[config.mk]
export PLATFORM = sky130hd
export DESIGN_NAME = pulse_counter_unit
export DESIGN_NICKNAME = d
export VERILOG_FILES = /design/src/rtl/pcnt_pkg.sv /design/src/rtl/pcnt_sync.sv /design/src/rtl/pcnt_glitch_filter.sv /design/src/rtl/pcnt_edge_decode.sv /design/src/rtl/pulse_counter_unit.sv
export SDC_FILE = /design/constraint.sdc
export NUM_CORES = 1
export LEC_CHECK = 0
export BUFFER_PORTS_ARGS = -buffer_cell sky130_fd_sc_hd__clkbuf_2
export CAP_MARGIN = 20
export CORE_MARGIN = 8
export CORE_UTILIZATION = 62
export DETAILED_ROUTE_END_ITERATION = 8
export PLACE_DENSITY = 0.95
export SLEW_MARGIN = 20
export SYNTH_ARGS = -nofsm -noshare
export SYNTH_HDL_FRONTEND = slang
export SYNTH_SLANG_ARGS = --single-unit
[constraint.sdc]
create_clock -name clk -period 15 [get_ports clk]
set_clock_uncertainty 0.05 [all_clocks]
set_input_delay 1.5 -clock clk [delete_from_list [all_inputs] [get_ports clk]]
set_output_delay 1.5 -clock clk [all_outputs]
set_load 0.01 [all_outputs]
[src/rtl/pcnt_pkg.sv]
package pcnt_pkg;

    localparam int FLT_THR_W = 10;

    typedef enum logic [1:0] {
        FLT_STEADY_LO = 2'd0,
        FLT_RISE_WAIT = 2'd1,
        FLT_STEADY_HI = 2'd2,
        FLT_FALL_WAIT = 2'd3
    } flt_state_e;

    // per-channel byte, msb first: low-ctl modifier, high-ctl modifier, rise action, fall action
    typedef struct packed {
        logic [1:0] lo_mod;
        logic [1:0] hi_mod;
        logic [1:0] rise_act;
        logic [1:0] fall_act;
    } chan_cfg_t;

    typedef struct packed {
        chan_cfg_t              ch1;
        chan_cfg_t              ch0;
        logic                   thr1_en;
        logic                   thr0_en;
        logic                   lo_en;
        logic                   hi_en;
        logic                   zero_en;
        logic                   flt_en;
        logic [FLT_THR_W-1:0]   flt_thr;
    } unit_cfg_t;

endpackage

[src/rtl/pcnt_sync.sv]
module pcnt_sync #(
    parameter int STAGES = 2
) (
    input  logic clk,
    input  logic rst_n,
    input  logic d,
    output logic q
);
    logic [STAGES-1:0] chain;

    generate
        if (STAGES == 1) begin : g_one
            always_ff @(posedge clk or negedge rst_n) begin
                if (!rst_n) chain <= '0;
                else        chain <= d;
            end
        end else begin : g_many
            always_ff @(posedge clk or negedge rst_n) begin
                if (!rst_n) chain <= '0;
                else        chain <= {chain[STAGES-2:0], d};
            end
        end
    endgenerate

    assign q = chain[STAGES-1];
endmodule

[src/rtl/pcnt_glitch_filter.sv]
module pcnt_glitch_filter
    import pcnt_pkg::*;
#(
    parameter int THR_W = FLT_THR_W
) (
    input  logic             clk,
    input  logic             rst_n,
    input  logic             en,
    input  logic [THR_W-1:0] thr,
    input  logic             raw,
    output logic             level
);
    flt_state_e       state_q, state_d;
    logic [THR_W-1:0] run_q, run_d;
    logic [THR_W-1:0] thr_eff;
    logic             reached;

    assign thr_eff = (thr == '0) ? THR_W'(1) : thr;
    assign reached = ({1'b0, run_q} + (THR_W+1)'(1)) >= {1'b0, thr_eff};

    // state register
    always_ff @(posedge clk or negedge rst_n) begin
        if (!rst_n) begin
            state_q <= FLT_STEADY_LO;
            run_q   <= '0;
        end else begin
            state_q <= state_d;
            run_q   <= run_d;
        end
    end

    // next state
    always_comb begin
        state_d = state_q;
        run_d   = run_q;
        if (!en) begin
            state_d = raw ? FLT_STEADY_HI : FLT_STEADY_LO;   // bypass
            run_d   = '0;
        end else begin
            unique case (state_q)
                FLT_STEADY_LO: begin
                    if (raw) begin
                        if (thr_eff == THR_W'(1)) begin
                            state_d = FLT_STEADY_HI;         // confirm
                            run_d   = '0;
                        end else begin
                            state_d = FLT_RISE_WAIT;         // first-difference
                            run_d   = THR_W'(1);
                        end
                    end
                end
                FLT_RISE_WAIT: begin
                    if (!raw) begin
                        state_d = FLT_STEADY_LO;             // abandon
                        run_d   = '0;
                    end else if (reached) begin
                        state_d = FLT_STEADY_HI;             // confirm
                        run_d   = '0;
                    end else begin
                        run_d   = run_q + THR_W'(1);         // extend
                    end
                end
                FLT_STEADY_HI: begin
                    if (!raw) begin
                        if (thr_eff == THR_W'(1)) begin
                            state_d = FLT_STEADY_LO;
                            run_d   = '0;
                        end else begin
                            state_d = FLT_FALL_WAIT;
                            run_d   = THR_W'(1);
                        end
                    end
                end
                FLT_FALL_WAIT: begin
                    if (raw) begin
                        state_d = FLT_STEADY_HI;
                        run_d   = '0;
                    end else if (reached) begin
                        state_d = FLT_STEADY_LO;
                        run_d   = '0;
                    end else begin
                        run_d   = run_q + THR_W'(1);
                    end
                end
                default: begin
                    state_d = FLT_STEADY_LO;
                    run_d   = '0;
                end
            endcase
        end
    end

    // output decode
    always_comb begin
        unique case (state_q)
            FLT_STEADY_HI, FLT_FALL_WAIT: level = 1'b1;
            default:                      level = 1'b0;
        endcase
    end
endmodule

[src/rtl/pcnt_edge_decode.sv]
module pcnt_edge_decode
    import pcnt_pkg::*;
(
    input  logic              lvl,
    input  logic              lvl_prev,
    input  logic              ctl,
    input  chan_cfg_t         ccfg,
    output logic signed [1:0] step
);
    logic [1:0]        act;
    logic [1:0]        modc;
    logic signed [1:0] base;

    always_comb begin
        if (lvl && !lvl_prev)      act = ccfg.rise_act;
        else if (!lvl && lvl_prev) act = ccfg.fall_act;
        else                       act = 2'd0;

        unique case (act)
            2'd1:    base = 2'sd1;
            2'd2:    base = -2'sd1;
            default: base = 2'sd0;
        endcase

        modc = ctl ? ccfg.hi_mod : ccfg.lo_mod;
        unique case (modc)
            2'd0:    step = base;
            2'd1:    step = -base;
            default: step = 2'sd0;
        endcase
    end
endmodule

[src/rtl/pulse_counter_unit.sv]
module pulse_counter_unit
    import pcnt_pkg::*;
#(
    parameter int          CNT_W       = 16,
    parameter int          SYNC_STAGES = 2,
    parameter logic [31:0] CFG_RST     = 32'h0000_3C10
) (
    input  logic                    clk,
    input  logic                    rst_n,
    input  logic                    cfg_we,
    input  logic [31:0]             cfg_wdata,
    output logic [31:0]             cfg_q,
    input  logic [1:0]              sig_in,
    input  logic [1:0]              ctl_in,
    input  logic signed [CNT_W-1:0] high_limit,
    input  logic signed [CNT_W-1:0] low_limit,
    input  logic signed [CNT_W-1:0] thresh0,
    input  logic signed [CNT_W-1:0] thresh1,
    input  logic                    count_clr,
    input  logic [1:0]              flag_clr,
    output logic signed [CNT_W-1:0] count_o,
    output logic                    hi_flag,
    output logic                    lo_flag,
    output logic                    zero_pulse,
    output logic                    thr0_pulse,
    output logic                    thr1_pulse
);
    localparam int N_CH  = 2;
    localparam int N_IN  = 2 * N_CH;
    localparam int SUM_W = CNT_W + 2;

    unit_cfg_t cfg_r;
    chan_cfg_t chcfg [N_CH];

    always_ff @(posedge clk or negedge rst_n) begin
        if (!rst_n)      cfg_r <= unit_cfg_t'(CFG_RST);
        else if (cfg_we) cfg_r <= unit_cfg_t'(cfg_wdata);
    end
    assign cfg_q    = cfg_r;
    assign chcfg[0] = cfg_r.ch0;
    assign chcfg[1] = cfg_r.ch1;

    // inputs 0..N_CH-1 are signals, N_CH..N_IN-1 are controls
    logic [N_IN-1:0] raw_in, synced, lvl;
    assign raw_in = {ctl_in, sig_in};

    generate
        for (genvar i = 0; i < N_IN; i++) begin : g_in
            pcnt_sync #(.STAGES(SYNC_STAGES)) u_sync (
                .clk(clk), .rst_n(rst_n), .d(raw_in[i]), .q(synced[i])
            );
            pcnt_glitch_filter #(.THR_W(FLT_THR_W)) u_flt (
                .clk(clk), .rst_n(rst_n), .en(cfg_r.flt_en), .thr(cfg_r.flt_thr),
                .raw(synced[i]), .level(lvl[i])
            );
        end
    endgenerate

    logic [N_CH-1:0]   sig_prev;
    logic signed [1:0] step [N_CH];

    always_ff @(posedge clk or negedge rst_n) begin
        if (!rst_n) sig_prev <= '0;
        else        sig_prev <= lvl[N_CH-1:0];
    end

    generate
        for (genvar c = 0; c < N_CH; c++) begin : g_ch
            pcnt_edge_decode u_dec (
                .lvl(lvl[c]), .lvl_prev(sig_prev[c]), .ctl(lvl[N_CH+c]),
                .ccfg(chcfg[c]), .step(step[c])
            );
        end
    endgenerate

    logic signed [2:0]       net;
    logic signed [SUM_W-1:0] sum_w, hi_ext, lo_ext;
    logic                    moving, hit_hi, hit_lo, changed;
    logic signed [CNT_W-1:0] cnt_q, cnt_d;

    assign net    = {step[0][1], step[0]} + {step[1][1], step[1]};
    assign moving = (net != 3'sd0);
    assign sum_w  = {{2{cnt_q[CNT_W-1]}}, cnt_q} + {{(SUM_W-3){net[2]}}, net};
    assign hi_ext = {{2{high_limit[CNT_W-1]}}, high_limit};
    assign lo_ext = {{2{low_limit[CNT_W-1]}}, low_limit};
    assign hit_hi = !count_clr && moving && cfg_r.hi_en && (sum_w >= hi_ext);
    assign hit_lo = !count_clr && moving && cfg_r.lo_en && !hit_hi && (sum_w <= lo_ext);

    always_comb begin
        if (count_clr)            cnt_d = '0;
        else if (hit_hi || hit_lo) cnt_d = '0;
        else if (moving)          cnt_d = sum_w[CNT_W-1:0];
        else                      cnt_d = cnt_q;
    end
    assign changed = (cnt_d != cnt_q);

    always_ff @(posedge clk or negedge rst_n) begin
        if (!rst_n) begin
            cnt_q      <= '0;
            hi_flag    <= 1'b0;
            lo_flag    <= 1'b0;
            zero_pulse <= 1'b0;
            thr0_pulse <= 1'b0;
            thr1_pulse <= 1'b0;
        end else begin
            cnt_q      <= cnt_d;
            hi_flag    <= hit_hi | (hi_flag & ~flag_clr[0]);
            lo_flag    <= hit_lo | (lo_flag & ~flag_clr[1]);
            zero_pulse <= cfg_r.zero_en && changed && (cnt_d == '0);
            thr0_pulse <= cfg_r.thr0_en && changed && (cnt_d == thresh0);
            thr1_pulse <= cfg_r.thr1_en && changed && (cnt_d == thresh1);
        end
    end
    assign count_o = cnt_q;
endmodule

# [Word level (Yosys, flattened, before mapping)]
# Cells that the tools add are included.
[word_totals] wordCells=225 reg_bits=111
[classes] muxes=85 bitwise_logic=6 add_sub_neg=12 reduce_logical=44 magnitude_cmp=6 eq_ne=38
[ops] operator="$mux 10" count=25
[ops] operator="$pmux 10 s4" count=4
[ops] operator="$mux 2" count=40
[ops] operator="$mux 16" count=3
[ops] operator="$add 10x1->11 const B" count=4
[ops] operator="$ge 11x10->1" count=4
[ops] operator="$add 10x1->10 const B" count=4
[ops] operator="$eq 16x16->1" count=2
[ops] operator="$ne 4x3->1 const B" count=8
[ops] operator="$pmux 2 s4" count=4
[ops] operator="$ne 3x3->1 const B" count=8
[ops] operator="$eq 2x2->1 const B" count=10
[ops] operator="$add 16x3->17" count=1
[ops] operator="$ge 17x16->1" count=1
[ops] operator="$le 17x16->1" count=1
[ops] operator="$eq 2x1->1 const B" count=8
[ops] operator="$logic_and 1x1->1" count=16
[ops] operator="$logic_not 16->1" count=1
[ops] operator="$ne 16x16->1" count=1
[ops] operator="$pmux 2 s2" count=4
[ops] operator="$reduce_and 4->1" count=4
[ops] operator="$logic_not 2->1" count=6
[ops] operator="$eq 10x1->1 const B" count=1
[ops] operator="$logic_not 10->1" count=1
[ops] operator="other kinds (11)" count=30

# [Longest topological paths before layout]
[logic_depth] depth_word=25 depth_mapped=29

# [By module]
# From an unflattened synthesis, not the netlist that was laid out.
[unflattened] hier_cells=1028 area_unflattened_um2=9336.5
[by_module_without_submodules] mod="pulse_counter_unit" instances=1 cells_per_inst=590 seq_area_each_um2=1382.6 area_each_um2=5195.0
[by_module_without_submodules] mod="pcnt_glitch_filter" instances=4 cells_per_inst=101 seq_area_each_um2=300.3 area_each_um2=934.6
[by_module_without_submodules] mod="pcnt_edge_decode" instances=2 cells_per_inst=13 seq_area_each_um2=0.0 area_each_um2=101.3
[by_module_without_submodules] mod="pcnt_sync" instances=4 cells_per_inst=2 seq_area_each_um2=50.0 area_each_um2=50.0

# [Worst setup path before layout]
# Ideal clock, no wire load.
[synth_path] kind="register to register" start="register g_in[1].u_flt.state_q[1]" end="register thr1_pulse" setup_time_ns=0.095 arrival_ns=6.102 t_required_ns=14.855 path_stages_with_launch=27 path_slack_ns=8.753 cell_sequence="dfrtp_1 > nor2b_1 > a22o_1 > inv_1 > ha_1 > mux2i_1 > or2_2 > fa_1 > inv_1 > ha_1 > a21oi_1 > a21oi_1 > a21boi_2 > o21ai_0 > o31ai_1 > a211oi_1 > ha_1 > nand4_1 > o211ai_1 > a211oi_1 > o22ai_1 > or4b_4 > buf_6 > o41a_1 > nor4_1 > nand4_1 > nor4b_2"
[synth_between] elab_chain_cells=25 elab_cells_between_ends=34 cone_classes="3 x add/sub; 2 x order compare; 6 x eq/ne; 8 x mux; 15 x reduce/logical"
[synth_lines] element="from (decl)" line="pcnt_glitch_filter.sv:13" rtl="flt_state_e state_q, state_d;"
[synth_lines] element="from (signal assigned)" line="pcnt_glitch_filter.sv:27" rtl="state_q <= state_d;"
[synth_lines] element="$eq 2x2->1" line="pcnt_glitch_filter.sv:95" rtl="unique case (state_q)"
[synth_lines] element="$reduce_or 2->1 (*)" line="pcnt_glitch_filter.sv:95"
[synth_lines] element="$mux 1 (*)" line="pcnt_glitch_filter.sv:95"
[synth_lines] element="$logic_not 1->1" line="pcnt_edge_decode.sv:16" rtl="else if (!lvl && lvl_prev) act = ccfg.fall_act;"
[synth_lines] element="$logic_and 1x1->1" line="pcnt_edge_decode.sv:16"
[synth_lines] element="$mux 2" line="pcnt_edge_decode.sv:16"
[synth_lines] element="$mux 2 (*)" line="pcnt_edge_decode.sv:15" rtl="if (lvl && !lvl_prev) act = ccfg.rise_act;"
[synth_lines] element="$eq 2x2->1 or $eq 2x1->1 (tied branches)" line="pcnt_edge_decode.sv:19" rtl="unique case (act)"
[synth_lines] element="[2 not listed]"
[synth_lines] element="$pmux 2 s2 (*)" line="pcnt_edge_decode.sv:26" rtl="unique case (modc)"
[synth_lines] element="$add 2x2->3 (*)" line="pulse_counter_unit.sv:81" rtl="assign net = {step[0][1], step[0]} + {step[1][1], step[1]};"
[synth_lines] element="branches (longest 8 deep; another with $add 16x3->17)"
[synth_lines] element="$mux 16 (*)" line="pulse_counter_unit.sv:91" rtl="else if (hit_hi || hit_lo) cnt_d = '0;"
[synth_lines] element="$mux 16 (*)" line="pulse_counter_unit.sv:90" rtl="if (count_clr) cnt_d = '0;"
[synth_lines] element="$ne 16x16->1" line="pulse_counter_unit.sv:95" rtl="assign changed = (cnt_d != cnt_q);"
[synth_lines] element="$logic_and 1x1->1" line="pulse_counter_unit.sv:111" rtl="thr1_pulse <= cfg_r.thr1_en && changed && (cnt_d == thresh1);"
[synth_lines] element="$logic_and 1x1->1 (*)" line="pulse_counter_unit.sv:111"
[synth_lines] element="to (signal assigned)" line="pulse_counter_unit.sv:111"
[synth_lines] element="to (decl)" line="pulse_counter_unit.sv:26" rtl="output logic thr1_pulse"
# Mark *: on every way between the ends.
# A chain may end at the register's enable or synchronous reset.

# [Final worst setup path]
# Same ends and word-level chain as after synthesis.

==> results.py <==
metrics = {
    "worst_setup_path": {
        "cp_data_required_time_ns": 15.21,
        "worst-path-max-fanout": 49,
        "type_of_the_setup_path_with_the_least_slack": "reg -> reg",
        "worst_r2r_path_depth": 26,
        "timing.rr.end": "thr1_pulse",
        "cp.arrival_ns": 7.65,
        "setup.reg_to_reg.worst_slack_ns": 7.56,
        "end_kind": "register",
        "r2r_start": "g_in[1].u_flt.state_q[1]",
        "startpoint_type": "register",
    },
    "route": {
        "drt-vias-per-instance": 6.26,
        "highest_layer": "met4",
        "drt.antenna.violating_nets": 0,
        "met2_wire_length_microns": 12100,
        "detailed_routing_wirelength_on_met1_microns": 9930,
        "drt-total-wl_microns": 25100,
        "detailroute.wirelength.met3_microns": 1910,
        "post-route-drc-count": 0,
        "via_count": 7978,
        "detail_route.iter0.violations": 609,
        "routed_wire_length_per_instance_microns": 19.7,
        "drt-pass1-iter-count": 5,
    },
    "floorplanning": {
        "num_rows": 43,
        "dieHeight_microns": 134,
        "pin_count": 159,
        "die_outline_area_sq_mm": 0.0180,
        "core_sq_mm": 0.0138,
        "dieWidth_microns": 134,
        "initial_utilization": 0.630,
    },
    "clocking": {
        "reg_clk_slew_reported_paths_ns": 0.07,
        "cts_resized": 0,
        "cts.repair_timing.setup_buffer_count": 0,
        "root_buffer_cell": "sky130_fd_sc_hd__clkbuf_16",
        "numCtsBuffers": 9,
        "cts.htree.levels": 3,
        "worstSkewPairLatency_ns": 0.36,
        "numClockSinks": 111,
        "cts_max_path_buffers": 2,
        "tritoncts": "done",
        "cts.hold.buffers_added": 0,
    },
    "logic_synthesis": {
        "synthXorXnorAreaFrac": 0.0656,
        "dominantRegCellSynth": "sky130_fd_sc_hd__dfrtp_1",
        "ys_types": 74,
        "share_of_synthesized_cell_area_in_full_adder_half_adder_and_majority_cells": 0.151,
        "synth_edf_count": 0,
        "synth-async-reset-ratio": 1.00,
        "syn_area_sq_mm": 0.00868,
        "synth_area_per_cell_sq_um": 9.18,
        "synth_mux_area_frac": 0.0545,
        "synth_area_in_compound_gates": 0.194,
        "synth.net_count": 1155,
        "yosys.area_share.simple": 0.169,
        "synth-warning-count": 0,
        "largest_family_of_logic_cells_by_synthesized_area": "compound AO/OA/AOI/OAI gates",
        "synth.yosys.seq_area_share": 0.321,
        "synth-seq-cells": 111,
        "netlist_instances": 946,
    },
    "pwr": {
        "power.leakage_uw": 0.00519,
        "pwr_density_cell_mw_per_mm2": 185,
        "ir_drop_mv": 0.113,
    },
    "status": {
        "status": "complete, no violations",
    },
    "timing": {
        "final-setup-viol-count": 0,
        "worst_pin_slew_ns": 0.997,
        "setup_repair_after_global_routing_missed_its_margin": "no",
        "final-max-slew-violation-count": 0,
        "final.setup.tns_ns": 0,
        "relSlewSlack": 0.335,
        "maxClockFrequency_mhz": 134,
        "crit_share_post_route": 0.496,
        "layout_min_cycle_time_ns": 7.44,
        "fin_ws_ns": 7.56,
        "final_hold_viol_count": 0,
    },
    "finish": {
        "num_antenna_cells": 0,
        "syn_to_final_growth_pct": 14.1,
        "filler_instances": 1039,
        "final_layout_size_suffix_gt1_frac": 0.216,
        "finalNetCount": 1299,
    },
    "place": {
        "placement.io_buffers": 158,
        "dp.final_hpwl_microns": 19600,
        "gp_congestion": 1.01,
        "dpl_worst_slack_ns": 7.68,
    },
    "global_routing": {
        "grt_overflow": 0,
        "first_global_vias": 8075,
        "gr-usage-all-layers": 0.277,
        "grt_first_pass_wirelength_microns": 40100,
        "grt_start_max_net_pins": 77,
        "grt_antenna_before_repair": 0,
    },
    "min_path": {
        "hold_class": "reg -> reg",
        "min-delay-start": "g_in[1].u_sync.chain[0]",
        "whs_endpoint": "g_in[1].u_sync.chain[1]",
        "hold_depth": 0,
    },
    "run": {
        "cap_viol_max_count": 0,
    },
}
## metrics by stage
stage / cells / area (sq um) / utilization / hold WS, ns / power (uW)
global placement: 1259 / 9600 / 0.697 / 0.288 / 1520
global route: 1275 / 9900 / 0.719 / 0.304 / 1960
detailed placement: 1259 / 9600 / 0.697 / 0.285 / 1550
CTS: 1275 / 9900 / 0.719 / 0.296 / 1800
finish: 1275 / 9900 / 0.719 / 0.298 / 1830
floorplan: 946 / 8680 / - / 0.281 / 1230
## worst max-delay path: stages (launching register included)
cell and delay (ns):
sky130_fd_sc_hd__dfrtp_1 0.41, sky130_fd_sc_hd__nor2b_1 0.23, sky130_fd_sc_hd__a22o_1 0.20, sky130_fd_sc_hd__inv_1 0.05
sky130_fd_sc_hd__ha_1 0.28, sky130_fd_sc_hd__nor2_1 0.05, sky130_fd_sc_hd__ha_1 0.22, sky130_fd_sc_hd__fa_1 0.42
sky130_fd_sc_hd__inv_1 0.41, sky130_fd_sc_hd__ha_1 0.38, sky130_fd_sc_hd__a21oi_1 0.33, sky130_fd_sc_hd__a21oi_1 0.12
sky130_fd_sc_hd__a21boi_2 0.21, sky130_fd_sc_hd__o21ai_0 0.29, sky130_fd_sc_hd__o31ai_1 0.17, sky130_fd_sc_hd__a211oi_1 0.49
sky130_fd_sc_hd__ha_1 0.34, sky130_fd_sc_hd__nand4_1 0.13, sky130_fd_sc_hd__o211ai_1 0.13, sky130_fd_sc_hd__a211oi_1 0.22
sky130_fd_sc_hd__o22ai_1 0.15, sky130_fd_sc_hd__or4b_4 0.76, sky130_fd_sc_hd__a211o_1 0.41, sky130_fd_sc_hd__xnor2_1 0.14
sky130_fd_sc_hd__a2111oi_0 0.30, sky130_fd_sc_hd__nand4_1 0.17, sky130_fd_sc_hd__nor4b_2 0.28
## area by class of cell
cell class              instances  area [sq um]  area share
inverters                      71           267      0.0269
repair buffers                162           823      0.0831
well taps                     180           225      0.0227
clock buffers                   9           225      0.0227
flip-flops and latches        111          2780       0.281
multi-input cells             735          5510       0.556
clock inverters                 7          72.6     0.00733
## synth_stat cells, types with 7 or more instances
master,number,area share
sky130_fd_sc_hd__ha_1,100,0.14
sky130_fd_sc_hd__nand2b_1,19,0.014
sky130_fd_sc_hd__o32a_1,7,0.0081
sky130_fd_sc_hd__nor3_1,12,0.0069
sky130_fd_sc_hd__o22ai_1,7,0.0050
sky130_fd_sc_hd__a211oi_1,10,0.0086
sky130_fd_sc_hd__xor2_1,31,0.031
sky130_fd_sc_hd__nand2_1,81,0.035
sky130_fd_sc_hd__a21o_1,30,0.026
sky130_fd_sc_hd__mux2_2,31,0.040
sky130_fd_sc_hd__a31oi_1,9,0.0065
sky130_fd_sc_hd__nor4_1,12,0.0086
sky130_fd_sc_hd__clkbuf_1,18,0.0078
sky130_fd_sc_hd__o21ai_0,41,0.024
sky130_fd_sc_hd__a22o_1,13,0.013
sky130_fd_sc_hd__mux2i_1,11,0.013
sky130_fd_sc_hd__nor2b_1,9,0.0065
sky130_fd_sc_hd__nand3_1,28,0.016
sky130_fd_sc_hd__a21oi_1,44,0.025
sky130_fd_sc_hd__xnor2_1,34,0.034
sky130_fd_sc_hd__inv_1,70,0.030
sky130_fd_sc_hd__dfrtp_1,106,0.31
sky130_fd_sc_hd__a32o_1,17,0.020
sky130_fd_sc_hd__nand4_1,11,0.0079
sky130_fd_sc_hd__nor2_1,69,0.030
sky130_fd_sc_hd__and3_1,15,0.011
## layer usage
metal,global-route usage,up-vias
met5,0,-
met3,0.0654,99
li1,-,3717
met1,0.323,3773
met4,0.138,0
met2,0.466,389
## worst max path at each step
stage	startpoint	end	slack, ns	depth (start not counted)
after floorplan	g_in[1].u_flt.state_q[1]	thr1_pulse	8.75	26
after global placement	g_in[0].u_flt.state_q[1]	thr1_pulse	7.94	27
after detailed placement	g_in[0].u_flt.state_q[1]	thr0_pulse	7.68	26
after CTS	g_in[0].u_flt.state_q[1]	thr0_pulse	7.65	26
after global routing	g_in[0].u_flt.state_q[1]	thr1_pulse	6.90	26
final	g_in[1].u_flt.state_q[1]	thr1_pulse	7.56	26
## cell usage in the layout (no fill, tap or decap), types with 6 or more instances in the layout
| master | instances |
|---|---|
| sky130_fd_sc_hd__clkbuf_16 | 9 |
| sky130_fd_sc_hd__o21ai_0 | 41 |
| sky130_fd_sc_hd__o211ai_1 | 6 |
| sky130_fd_sc_hd__clkbuf_2 | 157 |
| sky130_fd_sc_hd__a211oi_1 | 10 |
| sky130_fd_sc_hd__nand4_1 | 11 |
| sky130_fd_sc_hd__nor2_1 | 69 |
| sky130_fd_sc_hd__and3_1 | 15 |
| sky130_fd_sc_hd__mux2i_1 | 11 |
| sky130_fd_sc_hd__nand2b_1 | 19 |
| sky130_fd_sc_hd__a21oi_1 | 44 |
| sky130_fd_sc_hd__ha_1 | 100 |
| sky130_fd_sc_hd__dfrtp_1 | 106 |
| sky130_fd_sc_hd__nand2_1 | 81 |
| sky130_fd_sc_hd__nand3_1 | 28 |
| sky130_fd_sc_hd__mux2_2 | 31 |
| sky130_fd_sc_hd__o32a_1 | 7 |
| sky130_fd_sc_hd__a32o_1 | 17 |
| sky130_fd_sc_hd__a31oi_1 | 9 |
| sky130_fd_sc_hd__a21o_1 | 30 |
| sky130_fd_sc_hd__a22o_1 | 13 |
| sky130_fd_sc_hd__nor2b_1 | 9 |
| sky130_fd_sc_hd__xnor2_1 | 34 |
| sky130_fd_sc_hd__nor3_1 | 12 |
| sky130_fd_sc_hd__nor4_1 | 12 |
| sky130_fd_sc_hd__o22ai_1 | 7 |
| sky130_fd_sc_hd__xor2_1 | 31 |
| sky130_fd_sc_hd__inv_1 | 70 |
## report_power, final
part	switching [uW]	leakage, uW	internal, uW
combinational	710	0.00362	451
sequential	78.9	0.00142	345
clock	113	0.000147	130
total	902	0.00519	926
## kinds of logic (layout without fill, tap and decap cells)
logic type	Yosys count	after routing
xor+xnor	65	65
flops	111	111
buf+inv	100	249
fa+ha+maj	103	103
mux	43	43
simple gates	291	291
compound gates	233	233
## registers in the layout, summed over array words and instances, names as in the netlist
| signal | flops |
|---|---|
| cfg_q | 32 |
| count_o | 16 |
| g_in.u_flt.run_q | 40 |
| g_in.u_flt.state_q | 8 |
| g_in.u_sync.chain | 8 |
| hi_flag | 1 |
| lo_flag | 1 |
| sig_prev | 2 |
| thr0_pulse | 1 |
| thr1_pulse | 1 |
| zero_pulse | 1 |
Note: power is estimated with default switching activity, not from simulation.
